[src/rtl/fper_pkg.sv]
// Package: opcode classes and small helpers shared by the early-retire block.
// Assumes the opcode class arrives as a 3-bit code; unused codes mean "other".
package fper_pkg;

    typedef enum logic [2:0] {
        OPC_OTHER  = 3'd0,
        OPC_DIV_S  = 3'd1,
        OPC_DIV_D  = 3'd2,
        OPC_SQRT_S = 3'd3,
        OPC_SQRT_D = 3'd4
    } opc_e;

    // Largest of four latencies, used to size the countdown.
    function automatic int unsigned max4(input int unsigned a, input int unsigned b,
                                         input int unsigned c, input int unsigned d);
        int unsigned m;
        m = a;
        if (b > m) m = b;
        if (c > m) m = c;
        if (d > m) m = d;
        return m;
    endfunction

endpackage

[src/rtl/fper_qualify.sv]
// Module: fper_qualify
// Combinational eligibility check made in the issue cycle. Exponents are
// compared as unsigned values against per-precision bounds; the bounds apply
// to divides only, and the zero-exponent tests apply to divides only.
module fper_qualify
    import fper_pkg::*;
#(
    parameter int unsigned          EXP_W  = 11,
    parameter logic [EXP_W-1:0]     DBL_HI = 'h3FF,
    parameter logic [EXP_W-1:0]     DBL_LO = 'h002,
    parameter logic [EXP_W-1:0]     SGL_HI = 'h07F,
    parameter logic [EXP_W-1:0]     SGL_LO = 'h382
) (
    input  logic [2:0]       op,
    input  logic             a_sign,
    input  logic [EXP_W-1:0] a_exp,
    input  logic             a_special,
    input  logic [EXP_W-1:0] b_exp,
    input  logic             b_special,
    input  logic             trap_inexact,
    input  logic             inexact_en,
    input  logic [EXP_W-1:0] res_exp,
    output logic             eligible
);

    logic is_div_s, is_div_d, is_sqrt;
    logic state_ok, operands_ok, range_ok;

    // Decode the opcode class.
    always_comb begin
        is_div_s = (op == OPC_DIV_S);
        is_div_d = (op == OPC_DIV_D);
        is_sqrt  = (op == OPC_SQRT_S) || (op == OPC_SQRT_D);
    end

    // Check the architectural state and the special-value flags.
    always_comb begin
        state_ok = !trap_inexact && inexact_en && !a_special && !b_special;
    end

    // Check the operand and result-exponent limits for each class.
    always_comb begin
        range_ok = 1'b0;
        if (is_div_d)
            range_ok = (res_exp > DBL_LO) && (res_exp < DBL_HI);
        else if (is_div_s)
            range_ok = (res_exp > SGL_LO) && (res_exp < SGL_HI);
        if (is_sqrt)
            operands_ok = !a_sign;
        else if (is_div_s || is_div_d)
            operands_ok = (a_exp != '0) && (b_exp != '0) && range_ok;
        else
            operands_ok = 1'b0;
    end

    // Combine the class, state and operand checks.
    always_comb begin
        eligible = state_ok && operands_ok;
    end

endmodule

[src/rtl/fper_lat_sel.sv]
// Module: fper_lat_sel
// Picks the total retire latency: the base latency alone for an early
// instruction, base plus the unit latency of its class otherwise.
// Assumes CNT_W can hold BASE_LAT plus the largest unit latency.
module fper_lat_sel
    import fper_pkg::*;
#(
    parameter int unsigned BASE_LAT  = 11,
    parameter int unsigned LAT_DIVS  = 9,
    parameter int unsigned LAT_DIVT  = 12,
    parameter int unsigned LAT_SQRTS = 15,
    parameter int unsigned LAT_SQRTT = 15,
    parameter int unsigned CNT_W     = 5
) (
    input  logic [2:0]       op,
    input  logic             eligible,
    output logic [CNT_W-1:0] total
);

    logic [CNT_W-1:0] unit;

    // Look up the unit latency of the class.
    always_comb begin
        case (op)
            OPC_DIV_S:  unit = CNT_W'(LAT_DIVS);
            OPC_DIV_D:  unit = CNT_W'(LAT_DIVT);
            OPC_SQRT_S: unit = CNT_W'(LAT_SQRTS);
            OPC_SQRT_D: unit = CNT_W'(LAT_SQRTT);
            default:    unit = '0;
        endcase
    end

    // Add the unit latency unless the instruction retires early.
    always_comb begin
        total = CNT_W'(BASE_LAT) + (eligible ? '0 : unit);
    end

endmodule

[src/rtl/fper_countdown.sv]
// Module: fper_countdown
// Tracks one issued instruction. On load it latches the decision and counts
// down total-1 edges, then raises the strobe for one cycle and goes idle.
// Assumes total is at least 1 and that load is never asserted while active.
module fper_countdown #(
    parameter int unsigned CNT_W = 5
) (
    input  logic             clk,
    input  logic             rst_n,
    input  logic             load,
    input  logic [CNT_W-1:0] total,
    input  logic             early_in,
    output logic             active,
    output logic             early,
    output logic             strobe
);

    logic [CNT_W-1:0] cnt;

    // Load on issue, count down, and raise the strobe when the count ends.
    always_ff @(posedge clk) begin
        if (!rst_n) begin
            active <= 1'b0;
            cnt    <= '0;
            early  <= 1'b0;
            strobe <= 1'b0;
        end else begin
            strobe <= active && (cnt == '0);
            if (load) begin
                active <= 1'b1;
                cnt    <= total - CNT_W'(1);
                early  <= early_in;
            end else if (active) begin
                if (cnt == '0) active <= 1'b0;
                else           cnt    <= cnt - CNT_W'(1);
            end
        end
    end

    AST_STROBE_SINGLE: assert property (@(posedge clk) disable iff (!rst_n)
        strobe |=> !strobe);
    AST_IDLE_AT_STROBE: assert property (@(posedge clk) disable iff (!rst_n)
        strobe |-> !active);
    AST_BUSY_ON_LOAD: assert property (@(posedge clk) disable iff (!rst_n)
        load |=> active);
    AST_EARLY_HELD: assert property (@(posedge clk) disable iff (!rst_n)
        !load |=> $stable(early));

endmodule

[src/rtl/fper_early_retire.sv]
// Module: fper_early_retire (top)
// Decides at issue whether a divide or square root may retire early, and
// produces the retire-ready strobe after the matching latency. One
// instruction in flight at a time; an issue strobe while busy is dropped.
module fper_early_retire
    import fper_pkg::*;
#(
    parameter int unsigned      EXP_W     = 11,
    parameter int unsigned      BASE_LAT  = 11,
    parameter int unsigned      LAT_DIVS  = 9,
    parameter int unsigned      LAT_DIVT  = 12,
    parameter int unsigned      LAT_SQRTS = 15,
    parameter int unsigned      LAT_SQRTT = 15,
    parameter logic [EXP_W-1:0] DBL_HI    = 'h3FF,
    parameter logic [EXP_W-1:0] DBL_LO    = 'h002,
    parameter logic [EXP_W-1:0] SGL_HI    = 'h07F,
    parameter logic [EXP_W-1:0] SGL_LO    = 'h382
) (
    input  logic             clk,
    input  logic             rst_n,
    input  logic             issue_i,
    input  logic [2:0]       op_i,
    input  logic             a_sign_i,
    input  logic [EXP_W-1:0] a_exp_i,
    input  logic             a_nan_inf_i,
    input  logic [EXP_W-1:0] b_exp_i,
    input  logic             b_nan_inf_i,
    input  logic             trap_inexact_i,
    input  logic             inexact_en_i,
    input  logic [EXP_W-1:0] res_exp_i,
    output logic             busy_o,
    output logic             early_o,
    output logic             retire_rdy_o
);

    localparam int unsigned MAX_UNIT = max4(LAT_DIVS, LAT_DIVT, LAT_SQRTS, LAT_SQRTT);
    localparam int unsigned MAX_TOT  = BASE_LAT + MAX_UNIT;
    localparam int unsigned CNT_W    = $clog2(MAX_TOT + 1);

    logic             eligible;
    logic [CNT_W-1:0] total;
    logic             active;
    logic             accept;

    fper_qualify #(
        .EXP_W(EXP_W), .DBL_HI(DBL_HI), .DBL_LO(DBL_LO),
        .SGL_HI(SGL_HI), .SGL_LO(SGL_LO)
    ) u_qual (
        .op(op_i), .a_sign(a_sign_i), .a_exp(a_exp_i), .a_special(a_nan_inf_i),
        .b_exp(b_exp_i), .b_special(b_nan_inf_i), .trap_inexact(trap_inexact_i),
        .inexact_en(inexact_en_i), .res_exp(res_exp_i), .eligible(eligible)
    );

    fper_lat_sel #(
        .BASE_LAT(BASE_LAT), .LAT_DIVS(LAT_DIVS), .LAT_DIVT(LAT_DIVT),
        .LAT_SQRTS(LAT_SQRTS), .LAT_SQRTT(LAT_SQRTT), .CNT_W(CNT_W)
    ) u_lat (
        .op(op_i), .eligible(eligible), .total(total)
    );

    // Accept an issue only when nothing is in flight.
    always_comb begin
        accept = issue_i && !active;
    end

    fper_countdown #(.CNT_W(CNT_W)) u_cnt (
        .clk(clk), .rst_n(rst_n), .load(accept), .total(total),
        .early_in(eligible), .active(active), .early(early_o),
        .strobe(retire_rdy_o)
    );

    // Export the stall indication.
    always_comb begin
        busy_o = active;
    end

    AST_OTHER_REFUSED: assert property (@(posedge clk) disable iff (!rst_n)
        (op_i == OPC_OTHER) |-> !eligible);
    AST_SQRT_NEGATIVE: assert property (@(posedge clk) disable iff (!rst_n)
        (((op_i == OPC_SQRT_S) || (op_i == OPC_SQRT_D)) && a_sign_i) |-> !eligible);
    AST_SPECIAL_REFUSED: assert property (@(posedge clk) disable iff (!rst_n)
        (a_nan_inf_i || b_nan_inf_i) |-> !eligible);
    AST_INEXACT_GATE: assert property (@(posedge clk) disable iff (!rst_n)
        (trap_inexact_i || !inexact_en_i) |-> !eligible);
    AST_DROP_WHILE_BUSY: assert property (@(posedge clk) disable iff (!rst_n)
        (issue_i && busy_o) |=> $stable(early_o));

endmodule

[config.mk]
export PLATFORM = sky130hd
export DESIGN_NAME = fper_early_retire
export DESIGN_NICKNAME = d
export VERILOG_FILES = /design/src/rtl/fper_pkg.sv /design/src/rtl/fper_qualify.sv /design/src/rtl/fper_lat_sel.sv /design/src/rtl/fper_countdown.sv /design/src/rtl/fper_early_retire.sv
export SDC_FILE = /design/constraint.sdc
export NUM_CORES = 1
export LEC_CHECK = 0
export CAP_MARGIN = 30
export CORE_MARGIN = 2
export CORE_UTILIZATION = 31
export DETAILED_ROUTE_END_ITERATION = 10
export DONT_BUFFER_PORTS = 1
export PLACE_DENSITY_LB_ADDON = 0.2
export SYNTH_ARGS = -nofsm -noshare
export SYNTH_HDL_FRONTEND = slang
export SYNTH_SLANG_ARGS = --single-unit
[constraint.sdc]
create_clock -name clk -period 2 [get_ports clk]
set_input_delay 0.4 -clock clk [delete_from_list [all_inputs] [get_ports clk]]
set_output_delay 0.4 -clock clk [all_outputs]
set_load 0.005 [all_outputs]
# Word level (Yosys, flattened, before mapping)
# Cells that the tools add are included.
# totals
register_bits	8
inputBits	44
out_inout_bits	3
wordCells	51
# op_classes
n_addsub	3
magnitude_cmp	4
n_eq_ne	5
mux	12
n_reduce_logical	23
# ops
operator	count
nonzero test 11 bit	2
two-way mux 5 bit	3
case mux 4 bit (3 select lines)	1
> comparator 11 x 10 -> 1 bit, second input constant	1
> comparator 11 x 2 -> 1 bit, second input constant	1
less-than comparator 11 x 10 -> 1 bit, second input constant	1
less-than comparator 11 x 7 -> 1 bit, second input constant	1
logical AND 1 bit	10
subtractor 5 x 1 -> 5 bit, second input constant	2
two-way mux 1 bit	7
== test 3 x 2 -> 1 bit, second input constant	2
adder 4 x 5 -> 5 bit, first input constant	1
zero test 1 bit	5
zero test 5 bit	1
two-way mux 4 bit	1
== test 3 x 1 -> 1 bit, second input constant	1
== test 3 bit, second input constant	1
logical OR 1 bit	2
inequality test 2 bit, second input constant	1
AND reduction 2 bit	1
nonzero test 2 bit	1
OR reduction 2 bit	1

# Longest topological paths before layout
# Gate-level depths: netlist of the first run.
# depth
depth_word	12
depth_mapped	7
mapped_depth_nobuf	7

# Cells and area by module
# A second synthesis of the first run with hierarchy kept.
# hier_totals
hier_cells	95
area_unflattened_um2	762.0
# by_module_without_submodules
module	instances	cells_each	area_per_inst_um2	seq_area_each_um2
fper_countdown	1	55	475.5	160.2
fper_qualify	1	25	165.2	0.0
fper_lat_sel	1	14	107.6	0.0
fper_early_retire	1	1	13.8	0.0

# Worst setup path before layout of the first run
# Ideal clock, no wire load.
# synth_path
path_kind	input-to-reg
from	in b_exp_i[2]
to	reg u_cnt.cnt[3]
arrival_time_ns	1.462
required_ns	1.875
setup_slack_ns	0.413
path_stages	5
n_path_buf	0
path_cell_list	nor4_2 -> nand2_1 -> o41ai_4 -> o31ai_2 -> o41a_1
# synth_between
elab_chain_cells	10
# synth_rtl
element	line_no	text
start: declaration	fper_early_retire.sv:26	input logic [EXP_W-1:0] b_exp_i,
nonzero test 11 bit	fper_qualify.sv:51	operands_ok = (a_exp != '0) && (b_exp != '0) && range_ok;
logical AND 1 bit (2 in series)	fper_qualify.sv:51	
two-way mux 1 bit	fper_qualify.sv:50	else if (is_div_s || is_div_d)
two-way mux 1 bit	fper_qualify.sv:48	if (is_sqrt)
logical AND 1 bit	fper_qualify.sv:58	eligible = state_ok && operands_ok;
two-way mux 4 bit	fper_lat_sel.sv:35	total = CNT_W'(BASE_LAT) + (eligible ? '0 : unit);
adder 4 x 5 -> 5 bit	fper_lat_sel.sv:35	
subtractor 5 x 1 -> 5 bit	fper_countdown.sv:31	cnt <= total - CNT_W'(1);
two-way mux 5 bit	fper_countdown.sv:29	if (load) begin
end signal: assignment	fper_countdown.sv:31	
end signal: assignment	fper_countdown.sv:35	else cnt <= cnt - CNT_W'(1);
end: declaration	fper_countdown.sv:18	logic [CNT_W-1:0] cnt;
# No other way between the ends.
# A chain may end at the register's enable or synchronous reset.

# Worst setup path in the final report of the first run
# layout_path
from	reg u_cnt.cnt[0]
to	reg u_cnt.cnt[0]
# layout_between
elab_chain_cells	4
# layout_rtl
element	line_no	text
subtractor 5 x 1 -> 5 bit	fper_countdown.sv:35	
two-way mux 5 bit	fper_countdown.sv:34	if (cnt == '0) active <= 1'b0;
two-way mux 5 bit	fper_countdown.sv:33	end else if (active) begin
two-way mux 5 bit	fper_countdown.sv:29	
# Several ways; a longest one is shown, not always the timed one. The select of a mux whose other input is x is not followed.

==> reports/metrics.sh, run 1 <==
LAYOUTNONFILLERINSTCOUNT=123
HOLD_CLASS='input pin to register'
PORTBUFFERS=0
DRTITER0DRC=26
POST_SYNTH_INSTANCE_AREA_SQ_UM=753
GR-TOTAL-OVERFLOW=0
INSERTION_DELAY_PS=260
MAX-CAP-VIOLATIONS=0
INSERTEDDIODECOUNT=0
FP.COREAREA_SQ_MM=0.00225
DETAILED_PLACE.AREA_SQ_UM=767
SYNTH_EDF_COUNT=0
CTS_BUFFER_DEPTH=2
HOLD_WS_PS=277
TIGHTESTPINTRANSITION_PS=365
VIAS_IN_THE_FIRST_GLOBAL_ROUTE=601
DRT_PRE_ANTENNA_ITERS=4
GRT_FIRST_PASS_WIRELENGTH_MM=2.74
POST-SYNTH-TOP-AREA-FRACTION_PCT=21.3
AVGVIACOUNTPERCELL=5.98
SYNTH_FF_TYPE='sky130_fd_sc_hd__dfxtp_1'
NETLIST-CELL-TYPE-COUNT=40
FINAL_HOLD_VIOL_COUNT=0
DIE_H_UM=53.3
SYNTHESIS.INSTANCES=95
CP_DATA_ARRIVAL_TIME_PS=1770
GRT_ANTENNA_BEFORE_REPAIR=0
CTS-BUFFERS-INSERTED=3
FINAL_NET_COUNT=143
CRIT_PATH_MAX_FANOUT=6
LARGEST_NET_DEGREE_AT_THE_START_OF_GLOBAL_ROUTING=12
CTS_ROOT_BUFFER_TYPE='sky130_fd_sc_hd__clkbuf_4'
YS_SEQ_AREA_SHARE_PCT=21.3
POSTLAYOUTSETUPSLACKWORST_PS=368
ANTENNA_LEFT=0
ASYNCSETRESETFLOPFRACSYNTH_PCT=0
TIMING.SLEW.HEADROOM_PCT=75.4
NET_COUNT_AFTER_SYNTHESIS=141
YOSYSWARNINGS=0
FMAXACHIEVABLE_MHz=613
SYNTHTOPCELLSBYAREA='sky130_fd_sc_hd__dfxtp_1 21%, sky130_fd_sc_hd__a21oi_1 4.7%, sky130_fd_sc_hd__nor2_1 4.5%, sky130_fd_sc_hd__o41ai_4 3.7%, sky130_fd_sc_hd__inv_1 3.5%'
TRITONCTS='yes'
DESIGN_AREA_SQ_UM=790
POST-SYNTH-TOP-COUNT-CELL='sky130_fd_sc_hd__nor2_1'
DETAIL_ROUTE.DRC_VIOLATIONS=0
CRITICAL_PATH_CLASS='register to register'
NUMPLACEDINSTANCES=120
POWERDENSITY_mW_PER_MM2=560
PATH_CLK_SLEW_PS=60
P_LEAK_nW=0.288
VDD_IR_DROP_MAX_mV=0.200
NUMBER_OF_CELL_ROWS=17
ROUTED-VIA-COUNT=736
DESIGN.DIE.AREA_SQ_MM=0.00284
DRIVE_ABOVE_1_SHARE_PCT=12.6
DIEWIDTH_UM=53.3
POST_SYNTH_MOST_FREQUENT_CELLS='9 x sky130_fd_sc_hd__nor2_1, 8 x sky130_fd_sc_hd__dfxtp_1, 7 x sky130_fd_sc_hd__a21oi_1, 7 x sky130_fd_sc_hd__inv_1, 6 x sky130_fd_sc_hd__nand2_1'
DPL.HPWL_MM=1.39
MIN_PATH_CELLS=1
TRACK_USAGE_PCT=13.1
CTS_HOLD_BUF=0
REG2REG_DEPTH=7
POST_CTS.RESIZED_INSTANCES=0
GP_ROUTABILITY_CONGESTION=0.723
SYNTH_TOP_CELL_BY_AREA='sky130_fd_sc_hd__dfxtp_1'
CTS_SINKS=8
I_O_PIN_TOTAL=47
LAYOUT_MIN_CYCLE_TIME_PS=1630
SETUP_TNS_PS=0
DP_WORST_SETUP_SLACK_PS=326
SYN_AREA_PER_CELL_SQ_UM=7.93
CP-START-KIND='register'
SYN2LAYOUT_AREA_GROWTH_PCT=4.82
HTREEDEPTH=1
SKEW_PS=3.63
POSTROUTEWIRELENGTH_MM=1.71
SYNTH-SEQ-CELLS=8
POST_CTS_BUFFERS=0
DRT-WIRELENGTH-PER-CELL_UM=13.9
CRITICAL_PATH_REQUIRED_PS=2130
SETUP_VIOLATIONS=0
RSZ0062_AT_GRT='false'
TIMING.FINAL.CRIT_SHARE_PCT=81.6
RUN_STATUS='finished clean'
SLEW_VIOL_FINAL=0
INITIAL_CORE_UTIL_PCT=33.4
WORSTSETUPENDPOINTTYPE='register'
-- per-layer routing --
layer | wire, um | part of all wire [%] | GRT usage (%)
met2 | 759 | 45 | 18.7
met4 | 32 | 1.9 | 6.41
met1 | 783 | 46 | 18.1
met3 | 130 | 7.6 | 3.11
met5 | 0 | 0 | 0
-- state kept, by name, summed over array words and instances (netlist names) --
| signal | cells |
|---|---|
| u_cnt.strobe | 1 |
| u_cnt.active | 1 |
| u_cnt.early | 1 |
| u_cnt.cnt | 5 |
-- per-stage QoR --
| stage | power, W | utilization [%] |
|---|---|---|
| floorplan | 0.000302 | - |
| global placement | 0.000317 | 34.0 |
| detailed placement | 0.000318 | 34.0 |
| CTS | 0.000447 | 35.0 |
| global route | 0.000480 | 35.0 |
| finish | 0.000442 | 35.0 |
-- report_power, final --
part	leakage (nW)	internal, W	switching [W]	total (W)
Combinational	0.208	0.0000567	0.0000675	0.000124
Sequential	0.0659	0.000176	0.0000149	0.000191
Clock	0.0138	0.0000689	0.0000582	0.000127
Total	0.288	0.000301	0.000141	0.000442
-- path summary, 6_finish.rpt --
kind	start	endpoint	slack, ps
worst min register to register	u_cnt.cnt[1]$_SDFFE_PN0P_	u_cnt.cnt[1]$_SDFFE_PN0P_	490
worst max register to register	u_cnt.cnt[0]$_SDFFE_PN0P_	u_cnt.cnt[0]$_SDFFE_PN0P_	370
worst max-delay path	u_cnt.cnt[0]$_SDFFE_PN0P_	u_cnt.cnt[0]$_SDFFE_PN0P_	370
worst min-delay path	rst_n	u_cnt.early$_SDFFE_PN0P_	280
-- critical path, cell delays in order, from the launching register on --
cell and delay (ps):
sky130_fd_sc_hd__dfxtp_1 340, sky130_fd_sc_hd__inv_1 80, sky130_fd_sc_hd__ha_1 210, sky130_fd_sc_hd__nand2b_1 140, sky130_fd_sc_hd__o21ai_2 120, sky130_fd_sc_hd__and3_1 220
sky130_fd_sc_hd__o311ai_0 320, sky130_fd_sc_hd__a21oi_1 70
-- layout by cell type (no fill, tap or decap), drive strengths merged, types with 2 or more instances in the layout --
cell    count
nor2        9
dfxtp       8
inv         7
a21oi       7
nand2       6
nor4        6
o21ai       6
nor3        4
nand3       4
nand2b      3
and3        3
clkbuf      3
nor2b       2
nand4       2
o311ai      2
xnor2       2
ha          2
nor4b       2
-- final cells by class --
class                   count  area [sq um]
flip-flops and latches      8           160
fillers                   253          1470
inverters                   7          26.3
clock buffers               3          22.5
well taps                  28          35.0
multi-input cells          77           546
-- logic make-up after synthesis --
family / synth area share [%]
AOI/OAI and AO/OA: 29.6
xor gates and xnor gates: 3.49
adders and majority gates: 3.32
and+or+nand+nor: 34.6
DFF: 21.3
muxes: 1.49
buffers and inverters: 6.31
No activity file was read; power rests on OpenSTA's default activity.
==> inputs of run 2 (changes only) <==
- clock period: 2 -> 1.6 ns (I/O delays scaled with it)
==> reports/metrics.sh, run 2 (synthesis results as in run 1) <==
FF2FF_SETUP_SLACK_PS=140  # -230 ps
DRIVE_ABOVE_1_SHARE_PCT=18.0  # +5.4 points
INSERTION_DELAY_PS=260  # about the same
FP.COREAREA_SQ_MM=0.00225  # unchanged
DETAILED_PLACE.AREA_SQ_UM=805  # +4.9%
DIE_H_UM=53.3  # unchanged
TIMING.FINAL.CRIT_SHARE_PCT=91.5  # +9.9 points
CTS-BUFFERS-INSERTED=3  # unchanged
DESIGN_AREA_SQ_UM=842  # +6.7%
GP_ROUTABILITY_CONGESTION=0.713  # -1.3%
SETUP_VIOLATIONS=0  # unchanged
GRT_FIRST_PASS_WIRELENGTH_MM=2.91  # +6.3%
LAYOUT.CELLS.MOST_COMMON_LIST='9 x sky130_fd_sc_hd__nor2_1, 8 x sky130_fd_sc_hd__dfxtp_1, 7 x sky130_fd_sc_hd__inv_1, 7 x sky130_fd_sc_hd__a21oi_1, 6 x sky130_fd_sc_hd__nand2_1'
HOLD_CLASS='input pin to register'
P_SWITCHING_W=0.000188  # +34%
AVGVIACOUNTPERCELL=5.79  # -3.3%
LAYOUT_COMMONEST_CELL='sky130_fd_sc_hd__nor2_1'
CRITICAL_PATH.REG2REG.STARTPOINT='u_cnt.cnt[0]$_SDFFE_PN0P_'
WORSTSETUPENDPOINTTYPE='register'
TRITONCTS='yes'
DETAIL_ROUTE.DRC_VIOLATIONS=0  # unchanged
TRACK_USAGE_PCT=13.8  # +0.64 points
SKEW_PS=1.32  # -2.32 ps
GRT_ANTENNA_BEFORE_REPAIR=0  # unchanged
INSERTEDDIODECOUNT=0  # unchanged
RSZ0062_AT_GRT='false'
VDD_IR_DROP_MAX_mV=0.332  # +66%
SETUP_TNS_PS=0  # unchanged
FINAL_NET_COUNT=148  # +3.5%
NUMPLACEDINSTANCES=125  # +4.2%
TIGHTESTPINTRANSITION_PS=392  # +27.3 ps
CTS_HOLD_BUF=0  # unchanged
SLOWEST_STAGE='sky130_fd_sc_hd__dfxtp_1'
ANTENNA_LEFT=0  # unchanged
CRIT_PATH_MAX_FANOUT=3  # -3
LARGEST_NET_DEGREE_AT_THE_START_OF_GLOBAL_ROUTING=10  # -2
ROUTED-VIA-COUNT=741  # +0.68%
DRT_PRE_ANTENNA_ITERS=7  # +3
SLOWEST_DELAY_PS=340  # about the same
DESIGN.DIE.AREA_SQ_MM=0.00284  # unchanged
P_COMB_SHARE_PCT=32.5  # +4.4 points
POST_CTS_BUFFERS=0  # unchanged
POWERDENSITY_mW_PER_MM2=696  # +24%
CRIT_START='u_cnt.cnt[0]$_SDFFE_PN0P_'
CP_DATA_ARRIVAL_TIME_PS=1600  # -170 ps
MAX_FLOP_REGISTER='u_cnt.cnt'
NUMBER_OF_FILL_CELLS_IN_THE_LAYOUT=268  # +5.9%
PORTBUFFERS=0  # unchanged
NUMBER_OF_FLIP_FLOPS_IN_THE_LARGEST_REGISTER=5  # unchanged
TIMING.SLEW.HEADROOM_PCT=73.8  # -1.6 points
SWSHARE_PCT=32.1  # +0.29 points
SYN2LAYOUT_AREA_GROWTH_PCT=11.8
POWER_FRAC_CLOCK_PCT=27.1  # -1.7 points
CTS_BUFFER_DEPTH=2  # unchanged
PATH_CLK_SLEW_PS=50  # about the same
POWER.SEQUENTIAL.FRACTION_PCT=40.5  # -2.6 points
CTS_ROOT_BUFFER_TYPE='sky130_fd_sc_hd__clkbuf_4'
CP-START-KIND='register'
FMAXACHIEVABLE_MHz=683  # +11%
DPL.HPWL_MM=1.50  # +7.7%
WORSTHOLDSTART='rst_n'
NUMBER_OF_CELL_ROWS=17  # unchanged
CTS_SINKS=8  # unchanged
HOLD_WS_PS=199  # -77.8 ps
SLEW_VIOL_FINAL=0  # unchanged
LAYOUTNONFILLERINSTCOUNT=128  # +4.1%
DRTITER0DRC=8  # -69%
MAX-CAP-VIOLATIONS=0  # unchanged
P_LEAK_nW=0.317  # +10%
I_O_PIN_TOTAL=47  # unchanged
GR-TOTAL-OVERFLOW=0  # unchanged
CRITICAL_PATH_CLASS='register to register'
POSTROUTEWIRELENGTH_MM=1.82  # +6.9%
DIEWIDTH_UM=53.3  # unchanged
CRITICAL_PATH_REQUIRED_PS=1740  # -390 ps
VIAS_IN_THE_FIRST_GLOBAL_ROUTE=659  # +9.7%
INITIAL_CORE_UTIL_PCT=33.4  # unchanged
LAYOUT_MIN_CYCLE_TIME_PS=1460  # -168 ps
P_INT_W=0.000398  # +32%
FINAL_HOLD_VIOL_COUNT=0  # unchanged
CRITICAL_PATH.CELL_CHAIN='inv_1, buf_4, ha_1, nand3_1, mux2_2, o21ai_1, a31oi_1'
HTREEDEPTH=1  # unchanged
RUN_STATUS='finished clean'
DRT-WIRELENGTH-PER-CELL_UM=14.2  # +2.7%
## run 2: cell count changes in the layout (fill, tap and decap cells not counted), sizes merged
cell,change
buf,+5
## run 2: critical path, delay by kind of cell, from the launching register on
family,cells,cell delay [ps]
AO/OA/AOI/OAI,2,180
adder cells (fa/ha/maj),1,200
buffers and inverters,2,190
flip-flops,1,340
multiplexers,1,330
AND/OR/NAND/NOR,1,100
## run 2: power by group through the flow
| stage | combinational, W | clock [W] | sequential [W] |
|---|---|---|---|
| floorplan | 0.000140 | 0 | 0.000238 |
| global placement | 0.000171 | 0 | 0.000240 |
| detailed placement | 0.000172 | 0 | 0.000241 |
| CTS | 0.000173 | 0.000163 | 0.000236 |
| global route | 0.000217 | 0.000177 | 0.000240 |
| finish | 0.000190 | 0.000159 | 0.000237 |
## run 2: stage by stage
step                setup slack [ps]  utilization, %  power, W
floorplan                       92.7               -  0.000378
global placement                55.9            35.7  0.000412
detailed placement              23.9            35.7  0.000413
CTS                             47.2            36.7  0.000572
global route                    12.0            37.3  0.000634
finish                           136            37.3  0.000586
## run 2: cell type report
class	count	area, sq um	area share, %
Sequential cell	8	160	19.0
Inverter	7	26.3	3.12
Multi-Input combinational cell	77	561	66.6
Timing Repair Buffer	5	37.5	4.46
Clock buffer	3	22.5	2.67
Tap cell	28	35.0	4.16
## run 2: what timing repair did
item / CTS / global route
hold endpoints to repair: 0 / 0
setup endpoints to repair: 0 / 4
gates resized for setup: 0 / 4
## run 2: per-layer routing
layer	wire length [um]	part of all wire (%)	global-route usage, %	vias to the layer above
met4	21	1.2	3.85	0
met1	838	46	18.1	337
li1	-	-	-	373
met5	0	0	0	-
met2	831	46	21.6	29
met3	130	7.1	3.95	2
## run 2: worst paths after layout
kind | end | cells past startpoint
worst min register to register | u_cnt.cnt[1]$_SDFFE_PN0P_ | 2
worst min-delay path | u_cnt.early$_SDFFE_PN0P_ | 1
worst max register to register | u_cnt.cnt[4]$_SDFFE_PN0P_ | 7
worst max-delay path | u_cnt.cnt[4]$_SDFFE_PN0P_ | 7
